<file path="src/rtl/lpm_pkg.sv">
package lpm_pkg;

    typedef enum logic [1:0] {
        MODE_RUN  = 2'd0,
        MODE_WAIT = 2'd1,
        MODE_STOP = 2'd2
    } lpm_mode_e;

    typedef enum logic [1:0] {
        WAKE_NONE = 2'd0,
        WAKE_PERI = 2'd1,
        WAKE_ADC  = 2'd2,
        WAKE_EXT  = 2'd3
    } lpm_wake_e;

endpackage

</file>
<file path="src/rtl/lpm_mode_fsm.sv">
module lpm_mode_fsm
    import lpm_pkg::*;
#(
    parameter int N_IRQ = 4
) (
    input  logic             clk,
    input  logic             rst_n,
    input  logic             wait_req,
    input  logic             stop_req,
    input  logic [N_IRQ-1:0] irq_req,
    input  logic             adc_irq,
    input  logic             ext_irq,
    output lpm_mode_e        mode_o,
    output lpm_wake_e        wake_o,
    output logic             stop_enter_o,
    output logic             stop_exit_o
);

    typedef struct packed {
        lpm_mode_e mode;
        lpm_wake_e wake;
    } fsm_state_t;

    fsm_state_t st_d, st_q;
    logic       any_peri;

    always_comb begin
        any_peri     = |irq_req;
        st_d         = st_q;
        stop_enter_o = 1'b0;
        stop_exit_o  = 1'b0;
        unique case (st_q.mode)
            MODE_RUN: begin
                if (stop_req) begin
                    st_d.mode    = MODE_STOP;
                    stop_enter_o = 1'b1;
                end else if (wait_req) begin
                    st_d.mode = MODE_WAIT;
                end
            end
            MODE_WAIT: begin
                if (ext_irq) begin
                    st_d.mode = MODE_RUN;
                    st_d.wake = WAKE_EXT;
                end else if (adc_irq) begin
                    st_d.mode = MODE_RUN;
                    st_d.wake = WAKE_ADC;
                end else if (any_peri) begin
                    st_d.mode = MODE_RUN;
                    st_d.wake = WAKE_PERI;
                end
            end
            MODE_STOP: begin
                if (ext_irq) begin
                    st_d.mode   = MODE_RUN;
                    st_d.wake   = WAKE_EXT;
                    stop_exit_o = 1'b1;
                end
            end
            default: st_d.mode = MODE_RUN;
        endcase
    end

    always_ff @(posedge clk or negedge rst_n) begin
        if (!rst_n) begin
            st_q.mode <= MODE_RUN;
            st_q.wake <= WAKE_NONE;
        end else begin
            st_q <= st_d;
        end
    end

    assign mode_o = st_q.mode;
    assign wake_o = st_q.wake;

    AST_STOP_WINS: assert property (@(posedge clk) disable iff (!rst_n)
        (mode_o == MODE_RUN && stop_req) |=> (mode_o == MODE_STOP));
    AST_WAIT_ENTRY: assert property (@(posedge clk) disable iff (!rst_n)
        (mode_o == MODE_RUN && wait_req && !stop_req) |=> (mode_o == MODE_WAIT));
    AST_STOP_HOLDS: assert property (@(posedge clk) disable iff (!rst_n)
        (mode_o == MODE_STOP && !ext_irq) |=> (mode_o == MODE_STOP));
    AST_EXT_FIRST: assert property (@(posedge clk) disable iff (!rst_n)
        (mode_o == MODE_WAIT && ext_irq) |=> (wake_o == WAKE_EXT && mode_o == MODE_RUN));
    AST_SLEEP_STICKY: assert property (@(posedge clk) disable iff (!rst_n)
        (mode_o == MODE_WAIT && !ext_irq && !adc_irq && !any_peri) |=> (mode_o == MODE_WAIT));

endmodule

</file>
<file path="src/rtl/lpm_adc_guard.sv">
module lpm_adc_guard #(
    parameter int ADC_CONV_CYCLES = 8
) (
    input  logic clk,
    input  logic rst_n,
    input  logic in_stop,
    input  logic adc_busy,
    input  logic stop_enter,
    input  logic stop_exit,
    output logic abort_o,
    output logic settling_o
);

    localparam int CNT_W = $clog2(ADC_CONV_CYCLES + 1);
    localparam logic [CNT_W-1:0] CNT_LOAD = CNT_W'(ADC_CONV_CYCLES);

    typedef struct packed {
        logic             abort;
        logic [CNT_W-1:0] cnt;
    } guard_state_t;

    guard_state_t g_d, g_q;

    always_comb begin
        g_d       = g_q;
        g_d.abort = stop_enter & adc_busy;
        if (stop_exit) begin
            g_d.cnt = CNT_LOAD;
        end else if (stop_enter) begin
            g_d.cnt = '0;
        end else if (g_q.cnt != '0) begin
            g_d.cnt = g_q.cnt - 1'b1;
        end
    end

    always_ff @(posedge clk or negedge rst_n) begin
        if (!rst_n) begin
            g_q.abort <= 1'b0;
            g_q.cnt   <= '0;
        end else begin
            g_q <= g_d;
        end
    end

    assign abort_o    = g_q.abort;
    assign settling_o = (g_q.cnt != '0);

    AST_ABORT_IN_STOP: assert property (@(posedge clk) disable iff (!rst_n)
        abort_o |-> in_stop);
    AST_ABORT_SINGLE: assert property (@(posedge clk) disable iff (!rst_n)
        abort_o |=> !abort_o);
    AST_SETTLE_AWAKE: assert property (@(posedge clk) disable iff (!rst_n)
        settling_o |-> !in_stop);

endmodule

</file>
<file path="src/rtl/lpm_gate_decode.sv">
module lpm_gate_decode
    import lpm_pkg::*;
(
    input  lpm_mode_e mode,
    input  logic      cfg_osc_keep,
    input  logic      cfg_lvm_off_wait,
    input  logic      cfg_tb_off_wait,
    input  logic      brk_en,
    output logic      cpu_clk_en,
    output logic      bus_clk_en,
    output logic      lvm_en,
    output logic      tb_en,
    output logic      brk_clk_en,
    output logic      adc_en
);

    localparam int NPER = 2;
    // Per peripheral: index 0 voltage monitor, index 1 timebase.
    // A set bit means the peripheral follows the bus clock in STOP.
    localparam logic [NPER-1:0] STOP_GATED = 2'b10;

    logic            in_wait, in_stop;
    logic [NPER-1:0] wait_off;
    logic [NPER-1:0] per_en;

    assign in_wait  = (mode == MODE_WAIT);
    assign in_stop  = (mode == MODE_STOP);
    assign wait_off = {cfg_tb_off_wait, cfg_lvm_off_wait};

    assign cpu_clk_en = (mode == MODE_RUN);
    assign bus_clk_en = !in_stop || cfg_osc_keep;
    assign brk_clk_en = brk_en && !in_stop;
    assign adc_en     = !in_stop;

    for (genvar i = 0; i < NPER; i++) begin : g_per
        if (STOP_GATED[i]) begin : g_stop_gated
            assign per_en[i] = !(in_wait && wait_off[i]) && !(in_stop && !cfg_osc_keep);
        end else begin : g_stop_kept
            assign per_en[i] = !(in_wait && wait_off[i]);
        end
    end

    assign lvm_en = per_en[0];
    assign tb_en  = per_en[1];

endmodule

</file>
<file path="src/rtl/lpm_clk_ctrl.sv">
module lpm_clk_ctrl
    import lpm_pkg::*;
#(
    parameter int N_IRQ           = 4,
    parameter int ADC_CONV_CYCLES = 8
) (
    input  logic             clk,
    input  logic             rst_n,
    input  logic             wait_req,
    input  logic             stop_req,
    input  logic             cfg_osc_keep,
    input  logic             cfg_lvm_off_wait,
    input  logic             cfg_tb_off_wait,
    input  logic             brk_en,
    input  logic [N_IRQ-1:0] irq_req,
    input  logic             adc_irq,
    input  logic             ext_irq,
    input  logic             adc_busy,
    output logic             cpu_clk_en,
    output logic             bus_clk_en,
    output logic             lvm_en,
    output logic             tb_en,
    output logic             brk_clk_en,
    output logic             adc_en,
    output logic             adc_abort,
    output logic             adc_settling,
    output logic [1:0]       wake_src,
    output logic [1:0]       mode
);

    lpm_mode_e mode_w;
    lpm_wake_e wake_w;
    logic      stop_enter, stop_exit;

    lpm_mode_fsm #(.N_IRQ(N_IRQ)) u_fsm (
        .clk          (clk),
        .rst_n        (rst_n),
        .wait_req     (wait_req),
        .stop_req     (stop_req),
        .irq_req      (irq_req),
        .adc_irq      (adc_irq),
        .ext_irq      (ext_irq),
        .mode_o       (mode_w),
        .wake_o       (wake_w),
        .stop_enter_o (stop_enter),
        .stop_exit_o  (stop_exit)
    );

    lpm_adc_guard #(.ADC_CONV_CYCLES(ADC_CONV_CYCLES)) u_adc (
        .clk        (clk),
        .rst_n      (rst_n),
        .in_stop    (mode_w == MODE_STOP),
        .adc_busy   (adc_busy),
        .stop_enter (stop_enter),
        .stop_exit  (stop_exit),
        .abort_o    (adc_abort),
        .settling_o (adc_settling)
    );

    lpm_gate_decode u_gate (
        .mode             (mode_w),
        .cfg_osc_keep     (cfg_osc_keep),
        .cfg_lvm_off_wait (cfg_lvm_off_wait),
        .cfg_tb_off_wait  (cfg_tb_off_wait),
        .brk_en           (brk_en),
        .cpu_clk_en       (cpu_clk_en),
        .bus_clk_en       (bus_clk_en),
        .lvm_en           (lvm_en),
        .tb_en            (tb_en),
        .brk_clk_en       (brk_clk_en),
        .adc_en           (adc_en)
    );

    assign mode     = mode_w;
    assign wake_src = wake_w;

    AST_CPU_OFF_ASLEEP: assert property (@(posedge clk) disable iff (!rst_n)
        (mode != 2'd0) |-> !cpu_clk_en);
    AST_BRK_STOPPED: assert property (@(posedge clk) disable iff (!rst_n)
        brk_clk_en |-> (brk_en && mode != 2'd2));

endmodule

</file>
<file path="config.mk">
export PLATFORM = sky130hd
export DESIGN_NAME = lpm_clk_ctrl
export DESIGN_NICKNAME = d
export VERILOG_FILES = /design/src/rtl/lpm_pkg.sv /design/src/rtl/lpm_mode_fsm.sv /design/src/rtl/lpm_adc_guard.sv /design/src/rtl/lpm_gate_decode.sv /design/src/rtl/lpm_clk_ctrl.sv
export SDC_FILE = /design/constraint.sdc
export NUM_CORES = 1
export LEC_CHECK = 0
export ABC_AREA = 1
export BUFFER_PORTS_ARGS = -buffer_cell sky130_fd_sc_hd__buf_2
export CAP_MARGIN = 10
export CORE_AREA = 2 2 39 41
export CTS_BUF_LIST = sky130_fd_sc_hd__clkbuf_8
export CTS_CLUSTER_SIZE = 12
export DETAILED_ROUTE_END_ITERATION = 12
export DIE_AREA = 0 0 41 43
export MAX_ROUTING_LAYER = met4
export PLACE_DENSITY_LB_ADDON = 0.3
export SYNTH_ARGS = -nofsm -noshare
export SYNTH_HDL_FRONTEND = slang
export SYNTH_SLANG_ARGS = --single-unit
</file>
<file path="constraint.sdc">
create_clock -name clk -period 2.8 [get_ports clk]
set_input_delay 0.56 -clock clk [delete_from_list [all_inputs] [get_ports clk]]
set_output_delay 0.56 -clock clk [all_outputs]
set_load 0.05 [all_outputs]
</file>
==> results.md <==
* Status: finished clean
* Drt via density at between 4 and 5
* Clock sink total at 9
* Max transition margin at 0.8305
* Final setup violation count at 0
* Final Hold Vio Count at 0
* Clk Latency, worst-skew pair at 230 ps
* Syn_nets at between 90 and 100
* H-tree depth at 1
* Seq/Total Area, Yosys at 0.4072
* CTS resizes at 0
* Hpwl dp at 895.1 um
* Die area at 1763 um2
* Starting DRT DRC Count at 9
* CP Launch Type: register
* Clock period minus worst slack at just under 2000 ps
* Die Wd at approximately 40 um
* Drt wl/cell at roughly 9.7 um
* Fin area at around 750 um2
* Setup TNS at 0 ps
* Clk buf depth at 2
* Worst Path Required at ~2200 ps
* Via count of the first global-routing pass at around 530
* Synthesized flop and latch total at 9
* Hold_buf cts at 0
* Distinct cells, synth at 15
* Starting Density at 0.3996
* Layout Skew at around 1.1 ps
* Final Slew Violations at 0
* WS Path Type: register to primary output
* CTS tree: done
* GRT Util Overall at 0.1775
* Share of layout cells above drive strength 1 at 0.4000
* Most used DFF post-synth: dfrtp_1
* Initial antenna violation count at 0
* Max-Cap Viols at 0
* Mean post-synth cell area at 6.913 um2
* Most instantiated cells after synthesis: nand2_1 (23), inv_1 (13), dfrtp_1 (9), nand3_1 (8)
* CP cell instances: inv_1 -> ha_1 -> nand3_1 -> buf_2
* Largest cells by area after synthesis: dfrtp_1 (41%), nand2_1 (16%), inv_1 (8.8%), nand3_1 (7.2%), nand2_2 (5.7%)
* Power, Total at approximately 1000 uW
* Via count at roughly 570
* Clock root buffer: clkbuf_8
* Mapped Area at 553.0 um2
* Cell count after synthesis at 80
* CP max FO at 5
* Core Region at approximately 1400 um2
* Number of buffers added on ports at 26
* Crit end category: primary output
* Reg clk slew, reported paths at around 50 ps
* Worst EP arrival at between 1000 and 1500 ps
* Die H at 43 um
* Post-synth ARST share at 1.000
* Antenna Cells at 0
* Final Cycle Share at 0.7052
* Total wire length at ~1200 um
* Actual slew at the worst max-slew pin at roughly 260 ps
* P&R area growth vs syn at 35.29%
* Placed Area at between 700 and 800 um2
* Fmax at slightly above 500 MHz
* RSZ-0062 raised after global routing: no
* Antenna viol nets, final at 0
* Worst min path class: input pin to async pin
* Total gr overflow at 0
* Pin count of the biggest net entering global routing at 10
* Post-synth EDFFs at 0
* Leakage at 0.0004587 uW
* Final GP Congestion at 0.7455
* 1st-pass router iterations at 4
* Rows at 14
* Slowest-stage cell, CP: dfrtp_1
* Max incr delay on CP at between 300 and 400 ps
* First-pass GRT wire length at 1994 um
* Share of the synthesized area in the top cell type at 0.4072
* Final Util at 0.5407
* Top-count cell post-synth: nand2_1
* Power per cell area at ~1400 nW/um2
* Ports at 27
* TritonCTS Buffers at 3
* Cell accounting for the most synthesized area: dfrtp_1
* Yosys warnings at 0
* Drc violations at 0
* # Post-CTS Setup Buffers at 0
* Peak supply drop at 0.7586 mV
* Layout Nets at approximately 130
## where the power goes
| part | total [uW] | switching (uW) | internal [uW] |
|---|---|---|---|
| combinational | 637 | 471 | 166 |
| clock | 146 | 50.8 | 95.5 |
| sequential | 233 | 43.0 | 190 |
| total | 1020 | 565 | 451 |
## final cells by class
| class | count | area, um2 |
|---|---|---|
| fill | 133 | 635.6 |
| multi-input combinational | 53 | 260.3 |
| sequential | 9 | 225.2 |
| timing repair buffer | 26 | 130.1 |
| inverter | 18 | 67.56 |
| clock buffer | 3 | 41.29 |
| tap | 16 | 20.02 |
| clock inverter | 1 | 3.754 |
## worst paths after layout
path	start	endpoint	slack, ps	cells past startpoint
worst max-delay path	u_adc.g_q[0]	adc_settling	830	4
worst min-delay path	rst_n	u_adc.abort_o	170	1
worst max register to register	u_adc.g_q[0]	u_adc.g_q[3]	1500	7
worst min register to register	u_fsm.wake_o[1]	u_fsm.wake_o[1]	470	2
max in group asynchronous	rst_n	u_fsm.mode_o[0]	2450	1
min in group clk	u_fsm.wake_o[1]	u_fsm.wake_o[1]	470	2
## per-layer routing
layer  routed length (um)  part of all wire  up-vias  GRT usage
li1                     -                 -      299          -
met1                  506              0.41      253     0.1785
met2                  650              0.53       15     0.2781
met3                   64             0.052        0    0.08377
met4                    0                 0        0    0.08000
met5                    0                 0        -          -
## cells in the final DEF (no fill, tap or decap)
| cell | netlist | layout |
|---|---|---|
| or2_2 | 1 | 1 |
| ha_1 | 1 | 1 |
| nor3b_2 | 1 | 1 |
| inv_1 | 13 | 14 |
| nand2_1 | 23 | 23 |
| nand2_2 | 5 | 5 |
| or2_1 | 1 | 1 |
| buf_2 | 0 | 26 |
| dfrtp_1 | 9 | 9 |
| a21oi_1 | 2 | 2 |
| nand3_1 | 8 | 8 |
| o21ai_1 | 1 | 1 |
| nor2_1 | 5 | 5 |
| clkbuf_8 | 0 | 3 |
| nand4_1 | 2 | 2 |
| inv_2 | 5 | 5 |
| nor2_2 | 3 | 3 |
## cell families (layout without fill, tap and decap cells)
kind of cell / count (synthesis) / after routing / synth area share
and+or+nand+nor: 49 / 49 / 0.4208
AOI/OAI and AO/OA: 3 / 3 / 0.02714
DFF: 9 / 9 / 0.4072
buffers and inverters: 18 / 48 / 0.1222
adders and majority gates: 1 / 1 / 0.02262
## sequential cells by signal, summed over array words and instances (netlist names)
signal	flops
u_adc.abort_o	1
u_adc.g_q	4
u_fsm.mode_o	2
u_fsm.wake_o	2
## per-stage QoR
stage,worst slack [ps],cells,hold slack [ps]
after floorplan,288.7,80,264.4
after global placement,1078,122,417.1
after detailed placement,1066,122,420.7
after CTS,840.3,126,177.6
after global routing,736.0,126,177.9
final,825.4,126,171.8
## worst max-delay path, delay by kind of cell (launching register included)
kind          cells  cell delay, ps
flops             1             370
fa+ha+maj         1             220
buf+inv           2             390
simple gates      1             200
No activity file was read; power rests on OpenSTA's default activity.
